[src/rtl/wide_timer.sv]
module wide_timer #(
  parameter int W = 16,
  parameter logic [W-1:0] FIX_TOP1 = 16'h00FF,
  parameter logic [W-1:0] FIX_TOP2 = 16'h01FF,
  parameter logic [W-1:0] FIX_TOP3 = 16'h03FF
) (
  input  logic         clk,
  input  logic         rst_n,
  input  logic [1:0]   clk_sel,
  input  logic         pre_tick,
  input  logic         ext_pin,
  input  logic [2:0]   mode,
  input  logic         wr_en,
  input  logic [1:0]   wr_addr,
  input  logic [W-1:0] wr_data,
  output logic [W-1:0] count,
  output logic         ovf_pulse,
  output logic         cmpa_pulse,
  output logic         cmpb_pulse
);
  localparam logic [W-1:0] MAXV = '1;

  logic [1:0]   ext_sync;
  logic         ext_prev;
  logic         tick;
  logic [W-1:0] ocra_act, ocrb_act, ocra_buf, ocrb_buf, cap_reg;
  logic [W-1:0] top;
  logic         blk;

  wire ext_rise = ext_sync[1] & ~ext_prev;
  wire ext_fall = ~ext_sync[1] & ext_prev;

  always_comb begin
    case (clk_sel)
      2'd1:    tick = pre_tick;
      2'd2:    tick = ext_rise;
      2'd3:    tick = ext_fall;
      default: tick = 1'b0;
    endcase
  end

  always_comb begin
    case (mode)
      3'd1:         top = FIX_TOP1;
      3'd2:         top = FIX_TOP2;
      3'd3:         top = FIX_TOP3;
      3'd4, 3'd6:   top = ocra_act;
      3'd5, 3'd7:   top = cap_reg;
      default:      top = MAXV;
    endcase
  end

  wire buffered = (mode != 3'd0) && (mode != 3'd4) && (mode != 3'd5);
  wire cnt_wr   = wr_en && (wr_addr == 2'd0);
  wire adv      = tick && !cnt_wr;
  wire at_top   = (count == top) || (count == MAXV);
  wire wrap     = adv && at_top;
  wire wr_a     = wr_en && (wr_addr == 2'd1);
  wire wr_b     = wr_en && (wr_addr == 2'd2);

  always_ff @(posedge clk) begin
    if (!rst_n) begin
      ext_sync <= '0;
      ext_prev <= 1'b0;
    end else begin
      ext_sync <= {ext_sync[0], ext_pin};
      ext_prev <= ext_sync[1];
    end
  end

  always_ff @(posedge clk) begin
    if (!rst_n) begin
      count <= '0;
      blk   <= 1'b0;
    end else if (cnt_wr) begin
      count <= wr_data;
      blk   <= 1'b1;
    end else if (adv) begin
      count <= at_top ? '0 : count + 1'b1;
      blk   <= 1'b0;
    end
  end

  always_ff @(posedge clk) begin
    if (!rst_n) begin
      ocra_buf <= '0;
      ocrb_buf <= '0;
      ocra_act <= '0;
      ocrb_act <= '0;
      cap_reg  <= '0;
    end else begin
      if (wr_a) ocra_buf <= wr_data;
      if (wr_b) ocrb_buf <= wr_data;
      if (wr_en && wr_addr == 2'd3) cap_reg <= wr_data;
      if (buffered) begin
        if (wrap) begin
          ocra_act <= ocra_buf;
          ocrb_act <= ocrb_buf;
        end
      end else begin
        if (wr_a) ocra_act <= wr_data;
        if (wr_b) ocrb_act <= wr_data;
      end
    end
  end

  always_ff @(posedge clk) begin
    if (!rst_n) begin
      ovf_pulse  <= 1'b0;
      cmpa_pulse <= 1'b0;
      cmpb_pulse <= 1'b0;
    end else begin
      ovf_pulse  <= wrap;
      cmpa_pulse <= adv && !blk && (count == ocra_act);
      cmpb_pulse <= adv && !blk && (count == ocrb_act);
    end
  end
endmodule

[config.mk]
export PLATFORM = sky130hd
export DESIGN_NAME = wide_timer
export DESIGN_NICKNAME = d
export VERILOG_FILES = /design/src/rtl/wide_timer.sv
export SDC_FILE = /design/constraint.sdc
export NUM_CORES = 1
export LEC_CHECK = 0
export BUFFER_PORTS_ARGS = -buffer_cell sky130_fd_sc_hd__buf_4
export CAP_MARGIN = 10
export CORE_ASPECT_RATIO = 1.5
export CORE_UTILIZATION = 55
export CTS_CLUSTER_DIAMETER = 150
export DETAILED_ROUTE_END_ITERATION = 6
export GPL_TIMING_DRIVEN = 0
export PLACE_DENSITY_LB_ADDON = 0.25
export SLEW_MARGIN = 20
export SYNTH_ARGS = -nofsm -noshare
export SYNTH_HDL_FRONTEND = slang
export SYNTH_SLANG_ARGS = --single-unit
[constraint.sdc]
create_clock -name clk -period 3.5 [get_ports clk]
set_input_delay 0.7 -clock clk [delete_from_list [all_inputs] [get_ports clk]]
set_output_delay 0.7 -clock clk [all_outputs]
set_load 0.01 [all_outputs]
==> results_dict.tcl <==
set metrics [dict create \
    status "finished, final reports clean" \
    clock_pin_slew_on_the_worst_setup_and_hold_paths_ns 0.07 \
    cts_tree "built" \
    detailed_place_hpwl_mm 11.92 \
    post-synth-top-count-cell "sky130_fd_sc_hd__nand2_1" \
    via_per_inst 6.299 \
    max_cap_viol_count 0 \
    maxClockFrequency_ghz 0.3415 \
    synth_enable_flop_cells 0 \
    synth.yosys.seq_area_share_pct 38.73 \
    totalWireLength_mm 16.68 \
    post-route-min-period_ns 2.928 \
    clk_latency_ns 0.34 \
    power.share.sequential_pct 45.4 \
    ctsResizeCount 0 \
    detail_route.iter0.violations 525 \
    synthesis.instances 652 \
    timing.hold.worst.class "reg2reg" \
    worst-path-buf-inv 5 \
    cellLeakagePower_nw 2.581 \
    grt_start_max_net_pins 17 \
    firstDrtPassIters 6 \
    port-buffer-count 45 \
    synthesis.yosys.warnings 0 \
    critical_path_class "in2reg" \
    die_height_um 122.5 \
    vias_in_the_first_global_route 4752 \
    hp-start "ext_sync[0]$_SDFF_PN0_" \
    cpPeakStageDelay_ns 0.83 \
    r2r-end "ocra_act[5]$_SDFFE_PN0P_" \
    dieArea_um2 10090 \
    timing.reg2reg.setup_slack_ns 0.70 \
    area_used_by_multi_input_combinational_logic_um2 2969 \
    clock_tree.root_cell "sky130_fd_sc_hd__clkbuf_16" \
    pwr-share-comb_pct 16.3 \
    synth_area_per_cell_um2 8.165 \
    yosys.cell_types.count 60 \
    rows 43 \
    number_of_buffers_inserted_during_clock_tree_synthesis 9 \
    place.gp.congestion 0.9545 \
    min_delay_worst_endpoint "ext_sync[1]$_SDFF_PN0_" \
    finish.net_count 737 \
    num_io_pins 47 \
    filler_cell_count 804 \
    hold_violations 0 \
    netlist_top_cells_area "sky130_fd_sc_hd__dfxtp_1 39%, sky130_fd_sc_hd__a21oi_1 8.7%, sky130_fd_sc_hd__nand2_1 8.4%" \
    hold_buffer_count_at_cts 0 \
    htreeDepth 3 \
    setup.worst_path.start_class "primary input" \
    timing.slew.headroom_pct 29.45 \
    power.net_switching_uw 749.4 \
    netlist_area_um2 5324 \
    cp_data_required_time_ns 3.76 \
    antenna-diode-count 0 \
    worst_hold_slack_ns 0.4412 \
    yosys.area.top_type "sky130_fd_sc_hd__dfxtp_1" \
    residual_drc_count 0 \
    internal_power_mw 1.991 \
    dieWidth_um 82.33 \
    vdd_drop_max_v 0.0003774 \
    worstRegToRegCells 11 \
    report.final.slew_viol_count 0 \
    postSynthNetCount 681 \
    instance_count_along_the_most_critical_hold_path 1 \
    top_cell_family_by_delay_on_the_critical_path "compound AO/OA/AOI/OAI gates" \
    post_route_clock_period_utilization_pct 83.67 \
    cts_num_sinks 103 \
    core_region_area_um2 9308 \
    antenna_found_initial 0 \
    critical-path-slowest-cell "sky130_fd_sc_hd__a21oi_1" \
    power.share.clock_pct 38.3 \
    grtUsageTotal_pct 34.70 \
    worstPathArrival_ns 3.19 \
    flip_flop_cell_with_the_highest_count_after_synthesis "sky130_fd_sc_hd__dfxtp_1" \
    tightestPinTransition_ns 1.058 \
    drt.antenna.violating_nets 0 \
    final-seq-area_um2 2062 \
    total_of_flip_flops_plus_latches_after_synthesis 103 \
    power_density_nw_per_um2 448.5 \
    dr_total_vias 5197 \
    power.switching_fraction_pct 27.35 \
    skew_ns 0.005703 \
    initial_core_util_pct 57.20 \
    grt_first_pass_wirelength_mm 25.31 \
    worstSetupEndpointType "flip-flop" \
    path_max_fanout 10 \
    grt_overflow_total 0 \
    wire_per_inst_um 20.22 \
    final_layout_size_suffix_gt1_share_pct 12.20 \
    most_frequent_cells_after_synthesis "119 x sky130_fd_sc_hd__nand2_1, 103 x sky130_fd_sc_hd__dfxtp_1, 93 x sky130_fd_sc_hd__a21oi_1" \
    grt_setup_unrepaired "no" \
    report.final.setup_viol 0 \
    synthToLayoutAreaGrowth_pct 14.76 \
    synth_top_area_share_pct 38.73 \
    cp_cell_sequence "buf_4 -> buf_6 -> buf_6 -> a21oi_1 -> and2_1 -> clkbuf_1 -> clkbuf_1 -> o31ai_1 -> a21oi_1" \
    asyncSetResetFlopFracSynth_pct 0 \
    finalSetupTns_ns 0 \
    max-clock-path-buffers 2 \
    post-cts-setup-buffers 0 \
    regToRegStartpoint "count[8]$_SDFFE_PN0P_" \
]
-- per-layer routing --
metal / up-vias / wire length [µm] / global-route usage, %
met4: 0 / 832 / 16.78
met3: 50 / 1424 / 4.015
met5: - / 0 / 0
li1: 2420 / - / -
met1: 2434 / 6494 / 44.02
met2: 293 / 7932 / 57.33
-- stage by stage --
stage / setup WS, ns / util, % / total power [mW] / instances / cell area [µm²]
final: 0.5717 / 65.64 / 2.740 / 825 / 6110
after global routing: 0.4378 / 65.64 / 2.822 / 825 / 6110
after CTS: 0.6313 / 65.64 / 2.726 / 825 / 6110
after detailed placement: 0.3088 / 62.33 / 1.704 / 809 / 5802
after global placement: 0.3745 / 62.33 / 1.694 / 809 / 5802
after floorplan: 0.8408 / - / 1.542 / 652 / 5324
-- worst register-to-register path, stage by stage (launching register included) --
cell and delay (ns):
sky130_fd_sc_hd__dfxtp_1 0.33, sky130_fd_sc_hd__clkbuf_1 0.47, sky130_fd_sc_hd__inv_1 0.20, sky130_fd_sc_hd__a32oi_1 0.22, sky130_fd_sc_hd__a22oi_1 0.10, sky130_fd_sc_hd__and4b_1 0.23
sky130_fd_sc_hd__and4_4 0.22, sky130_fd_sc_hd__o21a_2 0.26, sky130_fd_sc_hd__or2_1 0.22, sky130_fd_sc_hd__buf_2 0.16, sky130_fd_sc_hd__buf_6 0.15, sky130_fd_sc_hd__a21oi_1 0.16
-- layout by cell type (no fill, tap or decap), types with 3 or more instances in the layout --
cell                        synthesis  final
sky130_fd_sc_hd__a21boi_0           6      6
sky130_fd_sc_hd__a21oi_1           93     93
sky130_fd_sc_hd__a22oi_1            5      5
sky130_fd_sc_hd__a31oi_1            9      9
sky130_fd_sc_hd__and2_1             6      6
sky130_fd_sc_hd__and3_1            11     11
sky130_fd_sc_hd__buf_2              9      9
sky130_fd_sc_hd__buf_4              2     47
sky130_fd_sc_hd__buf_6              4      4
sky130_fd_sc_hd__clkbuf_1          42     44
sky130_fd_sc_hd__clkbuf_16          0      9
sky130_fd_sc_hd__dfxtp_1          103    103
sky130_fd_sc_hd__inv_1              5      5
sky130_fd_sc_hd__mux2i_1           39     39
sky130_fd_sc_hd__nand2_1          119    119
sky130_fd_sc_hd__nand3_1           11     11
sky130_fd_sc_hd__nand4_1            8      8
sky130_fd_sc_hd__nor2_1            15     15
sky130_fd_sc_hd__nor2b_1            4      4
sky130_fd_sc_hd__nor3_1             7      7
sky130_fd_sc_hd__nor4_1            10     10
sky130_fd_sc_hd__o21ai_0            9      9
sky130_fd_sc_hd__o31ai_1           33     33
sky130_fd_sc_hd__or2_1              3      3
sky130_fd_sc_hd__or2_2              3      3
sky130_fd_sc_hd__or3_1              4      4
sky130_fd_sc_hd__xnor2_1            7      7
sky130_fd_sc_hd__xor2_1            39     39
-- worst max-delay path by stage --
stage	from	endpoint	cells past startpoint
after CTS	mode[0]	ocra_act[5]$_SDFFE_PN0P_	9
after global routing	mode[0]	ocra_act[5]$_SDFFE_PN0P_	9
after global placement	mode[0]	ocra_act[14]$_SDFFE_PN0P_	9
after detailed placement	mode[0]	ocrb_act[8]$_SDFFE_PN0P_	9
after floorplan	mode[2]	count[10]$_SDFFE_PN0P_	10
final	mode[0]	ocra_act[5]$_SDFFE_PN0P_	9
-- final cells by class --
class / count / area share [%]
Multi-Input combinational cell: 484 / 48.60
Inverter: 6 / 0.3686
Buffer: 59 / 4.424
Clock inverter: 3 / 0.7782
Tap cell: 112 / 2.294
Timing Repair Buffer: 45 / 5.529
Sequential cell: 103 / 33.75
Clock buffer: 13 / 4.260
-- power by group through the flow --
stage	Combinational, mW	Sequential [mW]	Clock (mW)
after floorplan	0.272	1.27	0
after global placement	0.425	1.27	0
after detailed placement	0.433	1.27	0
final	0.445	1.25	1.05
after global routing	0.477	1.25	1.10
after CTS	0.436	1.24	1.04
-- cells by family after synthesis --
kind of cell / Yosys count / synth area share [%]
buffers and inverters: 65 / 5.499
adders and majority gates: 1 / 0.2350
and+or+nand+nor: 215 / 19.27
xor gates and xnor gates: 46 / 7.568
muxes: 41 / 7.755
DFF: 103 / 38.73
AOI/OAI and AO/OA: 181 / 20.94
No activity file was read; power rests on OpenSTA's default activity.
